## src/rtl/fnw_pkg.sv

```systemverilog
// Shared constants and types for the flat nested table walker.
// Assumes 4 KiB pages, 8-byte entries and a four-level guest radix tree.
package fnw_pkg;
    localparam int PAGE_SHIFT  = 12;
    localparam int IDX_W       = 9;
    localparam int LEVELS      = 4;
    localparam int ENTRY_SHIFT = 3;
    localparam int PTE_W       = 64;
    localparam int NUM_REFS    = 2 * LEVELS + 1;
    localparam int VA_W        = PAGE_SHIFT + IDX_W * LEVELS;
    localparam int STEP_W      = $clog2(NUM_REFS);
    localparam int LVL_W       = $clog2(LEVELS);

    typedef enum logic [1:0] {
        WS_IDLE  = 2'd0,
        WS_ISSUE = 2'd1,
        WS_WAIT  = 2'd2,
        WS_DONE  = 2'd3
    } walk_state_e;
endpackage

```

## src/rtl/fnw_pte_decode.sv

```systemverilog
// Splits a 64-bit table entry into its present bit and page frame number.
// Assumes present at bit 0 and the frame in bits PA_W-1:12; other bits are ignored.
module fnw_pte_decode
    import fnw_pkg::*;
#(
    parameter int PA_W = 52
) (
    input  logic [PTE_W-1:0]           entry,
    output logic                       present,
    output logic [PA_W-PAGE_SHIFT-1:0] frame
);
    logic unused_bits;

    // Field extraction
    assign present     = entry[0];
    assign frame       = entry[PA_W-1:PAGE_SHIFT];
    assign unused_bits = ^{entry[PTE_W-1:PA_W], entry[PAGE_SHIFT-1:1]};
endmodule

```

## src/rtl/fnw_range_chk.sv

```systemverilog
// Flags whether a guest physical page number lies inside the configured VM size.
// Assumes VM_PAGES fits in 64 bits and FRAME_W is at most 64.
module fnw_range_chk #(
    parameter int          FRAME_W  = 40,
    parameter int unsigned VM_PAGES = 1 << 20
) (
    input  logic [FRAME_W-1:0] gpn,
    output logic               in_range
);
    logic [63:0] gpn_ext;

    // Unsigned compare against the page limit
    assign gpn_ext  = {{(64-FRAME_W){1'b0}}, gpn};
    assign in_range = gpn_ext < 64'(VM_PAGES);
endmodule

```

## src/rtl/fnw_addr_gen.sv

```systemverilog
// Produces the read address for the current reference step.
// Even steps are flat nested lookups, odd steps are guest-level reads.
// Assumes step 1 is level L4 and step 7 is level L1.
module fnw_addr_gen
    import fnw_pkg::*;
#(
    parameter int PA_W = 52
) (
    input  logic [STEP_W-1:0]          step,
    input  logic [VA_W-1:0]            gva,
    input  logic [PA_W-1:0]            nest_root,
    input  logic [PA_W-PAGE_SHIFT-1:0] gpn,
    input  logic [PA_W-PAGE_SHIFT-1:0] frame,
    output logic [PA_W-1:0]            addr
);
    logic [IDX_W-1:0]  idx_tbl [LEVELS];
    logic [STEP_W-1:0] level;
    logic [IDX_W-1:0]  idx_sel;
    logic [PA_W-1:0]   nest_addr;
    logic [PA_W-1:0]   guest_addr;
    logic              unused_in;

    // One index field per guest level, top level first
    for (genvar lv = 0; lv < LEVELS; lv++) begin : g_idx
        assign idx_tbl[lv] = gva[PAGE_SHIFT + IDX_W*(LEVELS-1-lv) +: IDX_W];
    end

    // Level select and the two address forms
    assign level      = step >> 1;
    assign idx_sel    = idx_tbl[level[LVL_W-1:0]];
    assign nest_addr  = nest_root + PA_W'({gpn, {ENTRY_SHIFT{1'b0}}});
    assign guest_addr = {frame, {PAGE_SHIFT{1'b0}}} + PA_W'({idx_sel, {ENTRY_SHIFT{1'b0}}});
    assign addr       = step[0] ? guest_addr : nest_addr;
    assign unused_in  = ^{gva[PAGE_SHIFT-1:0], level[STEP_W-1:LVL_W]};
endmodule

```

## src/rtl/flat_nested_walker.sv

```systemverilog
// Two-dimensional page walker with a flat nested table.
// Issues nine reads per full translation with one read outstanding at a time.
// Faults on a clear present bit or on a guest page number at or above VM_PAGES.
// Assumes the memory answers every request with exactly one mem_rvalid pulse.
module flat_nested_walker
    import fnw_pkg::*;
#(
    parameter int          PA_W     = 52,
    parameter int          GPA_W    = 32,
    parameter int unsigned VM_PAGES = 1 << 20
) (
    input  logic               clk,
    input  logic               rst_n,
    input  logic               start,
    input  logic [GPA_W-1:0]   guest_root,
    input  logic [PA_W-1:0]    nest_root,
    input  logic [VA_W-1:0]    gva,
    output logic               busy,
    output logic               done,
    output logic               fault,
    output logic [PA_W-1:0]    spa,
    output logic               mem_req,
    output logic [PA_W-1:0]    mem_addr,
    input  logic               mem_rvalid,
    input  logic [PTE_W-1:0]   mem_rdata
);
    localparam int FRAME_W = PA_W - PAGE_SHIFT;
    localparam logic [STEP_W-1:0] LAST_STEP = STEP_W'(NUM_REFS - 1);

    walk_state_e          state_q;
    logic [STEP_W-1:0]    step_q;
    logic [VA_W-1:0]      gva_q;
    logic [PA_W-1:0]      nroot_q;
    logic [FRAME_W-1:0]   gpn_q;
    logic [FRAME_W-1:0]   frame_q;
    logic                 fault_q;
    logic [PA_W-1:0]      spa_q;
    logic                 rsp_present;
    logic [FRAME_W-1:0]   rsp_frame;
    logic                 gpn_ok;
    logic                 nested_step;
    logic                 unused_root;

    fnw_pte_decode #(.PA_W(PA_W)) pte_i (
        .entry   (mem_rdata),
        .present (rsp_present),
        .frame   (rsp_frame)
    );

    fnw_range_chk #(.FRAME_W(FRAME_W), .VM_PAGES(VM_PAGES)) rng_i (
        .gpn      (gpn_q),
        .in_range (gpn_ok)
    );

    fnw_addr_gen #(.PA_W(PA_W)) agen_i (
        .step      (step_q),
        .gva       (gva_q),
        .nest_root (nroot_q),
        .gpn       (gpn_q),
        .frame     (frame_q),
        .addr      (mem_addr)
    );

    // Output decode from the walk state
    assign nested_step = ~step_q[0];
    assign busy        = (state_q != WS_IDLE);
    assign done        = (state_q == WS_DONE);
    assign fault       = fault_q;
    assign spa         = spa_q;
    assign mem_req     = (state_q == WS_ISSUE) && (!nested_step || gpn_ok);
    assign unused_root = ^guest_root[PAGE_SHIFT-1:0];

    // Walk sequencer: capture request, step through references, finish
    always_ff @(posedge clk) begin
        if (!rst_n) begin
            state_q <= WS_IDLE;
            step_q  <= '0;
            gva_q   <= '0;
            nroot_q <= '0;
            gpn_q   <= '0;
            frame_q <= '0;
            fault_q <= 1'b0;
            spa_q   <= '0;
        end else begin
            case (state_q)
                WS_IDLE: begin
                    if (start) begin
                        gva_q   <= gva;
                        nroot_q <= nest_root;
                        gpn_q   <= FRAME_W'(guest_root[GPA_W-1:PAGE_SHIFT]);
                        step_q  <= '0;
                        fault_q <= 1'b0;
                        spa_q   <= '0;
                        state_q <= WS_ISSUE;
                    end
                end
                WS_ISSUE: begin
                    if (nested_step && !gpn_ok) begin
                        fault_q <= 1'b1;
                        state_q <= WS_DONE;
                    end else begin
                        state_q <= WS_WAIT;
                    end
                end
                WS_WAIT: begin
                    if (mem_rvalid) begin
                        if (!rsp_present) begin
                            fault_q <= 1'b1;
                            state_q <= WS_DONE;
                        end else if (step_q == LAST_STEP) begin
                            spa_q   <= {rsp_frame, gva_q[PAGE_SHIFT-1:0]};
                            state_q <= WS_DONE;
                        end else begin
                            if (step_q[0]) gpn_q <= rsp_frame;
                            else           frame_q <= rsp_frame;
                            step_q  <= step_q + 1'b1;
                            state_q <= WS_ISSUE;
                        end
                    end
                end
                default: state_q <= WS_IDLE;
            endcase
        end
    end
endmodule

```

## config.mk

```make
export PLATFORM = sky130hd
export DESIGN_NAME = flat_nested_walker
export DESIGN_NICKNAME = d
export VERILOG_FILES = /design/src/rtl/fnw_pkg.sv /design/src/rtl/fnw_pte_decode.sv /design/src/rtl/fnw_range_chk.sv /design/src/rtl/fnw_addr_gen.sv /design/src/rtl/flat_nested_walker.sv
export SDC_FILE = /design/constraint.sdc
export NUM_CORES = 1
export LEC_CHECK = 0
export BUFFER_PORTS_ARGS = -buffer_cell sky130_fd_sc_hd__buf_2
export CAP_MARGIN = 30
export CORE_UTILIZATION = 40
export DETAILED_ROUTE_END_ITERATION = 16
export PLACE_DENSITY = 0.63
export SYNTH_ARGS = -nofsm -noshare
export SYNTH_HDL_FRONTEND = slang
export SYNTH_SLANG_ARGS = --single-unit
```

## constraint.sdc

```tcl
create_clock -name clk -period 3.65 [get_ports clk]
set_input_delay 0.1825 -clock clk [delete_from_list [all_inputs] [get_ports clk]]
set_output_delay 0.1825 -clock clk [all_outputs]
set_load 0.02 [all_outputs]
```

Yosys cells after proc, flatten, opt, wreduce, memory -nomap -nowiden
Cells that the tools add are included.
{ "totals": {"ff_bits": 239, "inputBits": 200, "output_inout_bits": 108, "word_cells": 74} }
{ "classes": {"add_sub_neg": 3, "order_cmp": 2, "eq_ne": 12, "mux": 31, "n_bitwise": 3, "reduce_logical": 15} }
{ "op_table": {"columns": ["cell", "count"], "rows": [
  ["52-bit two-way mux", 5],
  ["40-bit two-way mux", 5],
  ["52-bit one-hot mux with 2 select lines", 1],
  ["40-bit one-hot mux with 2 select lines", 1],
  ["52-bit by 12-bit adder with 52-bit output", 1],
  ["52-bit by 43-bit adder with 52-bit output", 1],
  ["40-bit by 21-bit < comparator with 1-bit output, second input constant", 1],
  ["5-bit AND reduction", 4],
  ["9-bit binary-select mux with 2-bit select", 1],
  ["9-bit two-way mux", 2],
  ["4-bit two-way mux", 4],
  ["2-bit != test, second input constant", 7],
  ["2-bit two-way mux", 4],
  ["4-bit one-hot mux with 2 select lines", 1],
  ["2-bit one-hot mux with 3 select lines", 1],
  ["6-bit AND reduction", 1],
  ["1-bit two-way mux", 5],
  ["4-bit by 1-bit adder with 4-bit output, second input constant", 1],
  ["2-bit == test, second input constant", 2],
  ["4-bit == test, second input constant", 1],
  ["2-bit AND reduction", 2],
  ["2-bit nonzero test", 2],
  ["3-bit greater-or-equal comparator, second input constant", 1],
  ["2-bit inverter with 3-bit output", 1],
  ["other kinds (9)", 11]
]} }

Longest topological paths before layout
{ "logic_depth": {"depth_word": 6, "mapped_depth": 12, "mapped_depth_nobuf": 10} }

Hierarchy
From an unflattened synthesis, not the netlist that was laid out.
{ "unflattened": {"hier_cells": 1602, "hier_area_um2": 12857.3} }
{ "by_module_without_submodules": {"columns": ["module", "instances", "cells_per_inst", "area_each_um2", "seq_area_each_um2"], "rows": [
  ["flat_nested_walker", 1, 1078, 9334.0, 4784.6],
  ["fnw_addr_gen", 1, 475, 3171.8, 0.0],
  ["fnw_pte_decode", 1, 41, 307.8, 0.0],
  ["fnw_range_chk", 1, 8, 43.8, 0.0]
]} }

Worst setup path after synthesis
Ideal clock, no wire load.
{ "synth_path": {"path_kind": "flip-flop to output port", "start": "reg gpn_q[20]", "end": "out mem_addr[49]", "arrival_ns": 3.099, "required_ns": 3.467, "slack_ns": 0.369, "path_stages_with_launch": 10, "n_path_buf": 0, "cell_sequence": "dfxtp_1 -> ha_1 -> and3_4 -> nand2_4 -> or4b_1 -> o21a_1 -> and2_4 -> o311a_4 -> or4_1 -> a31oi_1"} }
{ "synth_between": {"elab_chain_len": 2} }
{ "synth_rtl": {"columns": ["item", "line_no", "text"], "rows": [
  ["start: declaration", "flat_nested_walker.sv:34", "logic [FRAME_W-1:0] gpn_q;"],
  ["start signal: assignment", "flat_nested_walker.sv:90", "gpn_q <= FRAME_W'(guest_root[GPA_W-1:PAGE_SHIFT]);"],
  ["start signal: assignment", "flat_nested_walker.sv:114", "if (step_q[0]) gpn_q <= rsp_frame;"],
  ["52-bit by 43-bit adder with 52-bit output", "fnw_addr_gen.sv:31", "assign nest_addr = nest_root + PA_W'({gpn, {ENTRY_SHIFT{1'b0}}});"],
  ["52-bit two-way mux", "fnw_addr_gen.sv:33", "assign addr = step[0] ? guest_addr : nest_addr;"],
  ["end: declaration", "flat_nested_walker.sv:23", "output logic [PA_W-1:0] mem_addr,"]
]} }
No other way between the ends.

Worst setup path after layout
{ "layout_path": {"start": "reg gpn_q[19]", "end": "out mem_addr[45]"} }
The elaborated chain is that of the path after synthesis.

==> results.yml <==
timing:
  setup_ws_ns: -0.0568
  tightest_slew_ns: 0.810
  fin_hold_ws_ns: 0.0192
  slew_headroom_pct: 46.0
  setup_viol: 2
  finClkSkew_ns: 0.0177
  max_freq_ghz: 0.270
  period_share_pct: 102
  rsz0062_at_grt: "true"
  finalHoldViolations: 0
  layout_min_cycle_time_ns: 3.71
  drv_slew: 0
power:
  internal_power_mw: 6.21
  switchingPower_mw: 4.15
  p_leak_nw: 6.86
  power.total_mw: 10.4
  power_frac_comb_pct: 40.2
  vdd_drop_max_v: 0.000437
  pwr-share-clk_pct: 28.6
  seq_power_share_pct: 31.2
  sw_frac_of_total_pct: 40.1
  power.density_nw_per_um2: 635
synthesis:
  syn-num-nets: 1767
  syn_avg_cell_area_sq_um: 7.78
  synth-seq-cells: 239
  syn_area_sq_um: 11800
  synth_top_area_share_pct: 40.5
  ys_async_sr_fraction_pct: 0
  synth.area.top_cells: "dfxtp_1, nand2_1, a21oi_1"
  synth_top_area_cell: "dfxtp_1"
  synth-edff-count: 0
  ys_types: 64
  ys.flop_type: "dfxtp_1"
  synth_warnings: 0
  ys_seq_area_share_pct: 40.5
  synth_cells: 1520
placement:
  gp_congestion: 0.863
  place_hpwl_um: 26800
  io_buffers: 272
  dpl-instance-area_sq_um: 13500
clocking:
  cts_buffers: 28
  clk_path_buf_depth: 3
  cts.reportedPaths.clkPinSlew_ns: 0.06
  worst_skew_pair.late_latency_ns: 0.56
  cts.sinks: 239
  h-tree-depth: 1
  cts_root_buffer: "clkbuf_16"
  cts_tree: "done"
grt:
  grt_max_degree: 104
  grt_use_total_pct: 26.1
  antenna_found_initial: 0
  gr-total-overflow: 0
  grt_pass1_wl_um: 64300
  grt_pass1_vias: 12100
critical_path:
  cp.arrival_ns: 3.52
  crit_required_ns: 3.47
  end_kind: "output pin"
  path_class: "flip-flop to output pin"
  crit_path_max_fanout: 4
  cp-start-kind: "flip-flop"
floorplanning:
  die_h_um: 174
  ioPinCount: 308
  core_area_sq_um: 28900
  dieWidth_um: 174
  initial_core_util_pct: 41.0
  die-area_sq_um: 30300
  num_rows: 62
route:
  firstDrtPassIters: 6
  wire_per_inst_um: 17.7
  drt-initial-drc-count: 767
  vias: 12400
  postRouteAntennaNets: 0
  wirelength_um: 40800
  vias_per_cell: 5.38
  post-route-drc-count: 0
cells_and_area:
  final_cell_area_sq_um: 16300
  drive_gt1_share_pct: 22.6
  diodes: 0
  fillers: 2666
  area_delta_synth_final_pct: 38.1
  fin_nets: 2142
run_status:
  status: "complete, but fails checks"
  violations: "setup timing"
hold_path:
  hold_path_class: "input port to flip-flop"
run:
  drv_cap: 0
[cell type report]
cell class / instances / area (sq um) / area share [%]
clock inverter: 16 / 216 / 1.33
clock buffer: 36 / 771 / 4.72
timing repair buffer: 458 / 3180 / 19.5
inverter: 21 / 83.8 / 0.514
multi-input combinational: 1147 / 6800 / 41.7
tap: 384 / 480 / 2.94
sequential: 239 / 4800 / 29.4
[path summary, 6_finish.rpt]
path              slack (ns)                      end  cells past startpoint                     from
setup / recovery       -0.06             mem_addr[45]                     10   gpn_q[19]$_SDFFE_PN0P_
hold / removal          0.02    gpn_q[5]$_SDFFE_PN0P_                      3           guest_root[17]
setup reg to reg        0.79     spa[22]$_SDFFE_PN0P_                      8  state_q[0]$_SDFFE_PN0P_
hold reg to reg         0.45  nroot_q[2]$_SDFFE_PN0P_                      2  nroot_q[2]$_SDFFE_PN0P_
[sequential cells by signal (all words and copies together) (netlist names)]
signal,flops
nroot_q,52
spa,52
gpn_q,40
step_q,4
fault,1
gva_q,48
frame_q,40
state_q,2
[per-layer routing]
| metal | part of all wire (%) | vias up | wire [um] | GRT usage, % |
|---|---|---|---|---|
| met5 | 0 | - | 0 | 0 |
| met4 | 2.3 | 0 | 924 | 7.31 |
| met3 | 6.7 | 57 | 2730 | 4.48 |
| met2 | 47 | 446 | 19100 | 43.8 |
| met1 | 44 | 5807 | 18100 | 34.4 |
| li1 | - | 6068 | - | - |
[through the flow]
stage	worst slack (ns)	std cells	util, %	TNS (ns)
after floorplan	0.369	1520	-	0
final	-0.0568	2301	56.6	-0.0900
after CTS	-0.0995	2298	56.0	-0.209
after global placement	0.199	2091	46.8	0
after detailed placement	0.215	2091	46.8	0
after global routing	-0.116	2301	56.6	-0.295
[Yosys cell counts, types with 13 or more instances]
cell / count
a22oi_1: 55
mux2i_1: 24
o21ai_0: 48
nand4_1: 13
ha_1: 46
nand2_1: 369
dfxtp_1: 239
xor2_1: 18
a21oi_1: 209
nand3_1: 38
inv_1: 21
clkbuf_1: 105
a21o_1: 26
nor2_1: 114
a211oi_1: 27
xnor2_1: 16
[cells in the final DEF, fill, tap and decap left out, types with 13 or more instances in the layout]
cell type and instances:
dlygate4sd3_1 145, buf_4 41, clkbuf_16 28, a21oi_1 208, nor2_1 113, nand3_1 37, xor2_1 18, nand2_1 367
a211oi_1 25, inv_1 20, mux2i_1 24, a22oi_1 55, o21ai_0 44, ha_1 36, nand4_1 13, dfxtp_1 230
a21o_1 26, buf_2 266, xnor2_1 16
[power groups by stage]
stage               combinational [mW]  clock, mW  sequential (mW)
floorplan                         2.59          0             3.18
global placement                  3.81          0             3.25
detailed placement                3.84          0             3.26
CTS                               4.06       3.01             3.23
global route                      4.51       3.13             3.28
finish                            4.16       2.97             3.23
[worst max-delay path, stage by stage, from the launching register on]
cell	delay, ns
dfxtp_2	0.34
ha_4	0.27
and3_4	0.22
nand2_4	0.05
or4b_4	0.54
o21a_4	0.23
and2_4	0.15
o311a_4	0.34
or4_4	0.50
a31oi_4	0.19
buf_6	0.14
[repair_timing]
action	4_1_cts	5_1_grt
gates cloned	0	0
buffers inserted	10	3
endpoints found under the setup margin	15	17
gates resized for setup	25	37
pin swaps	13	18
endpoints found under the hold margin	206	0
hold buffers	145	0
[logic make-up (layout without fill, tap and decap cells)]
kind of cell	count (synthesis)	count (layout)	share of synthesized area [%]
flip-flops	239	239	40.5
adder cells (fa/ha/maj)	47	47	5.04
AND/OR/NAND/NOR	591	591	20.9
multiplexers	35	35	3.94
XOR/XNOR	34	34	2.52
buffers and inverters	134	531	4.28
AO/OA/AOI/OAI	440	440	22.9
Note: power is estimated with default switching activity, not from simulation.
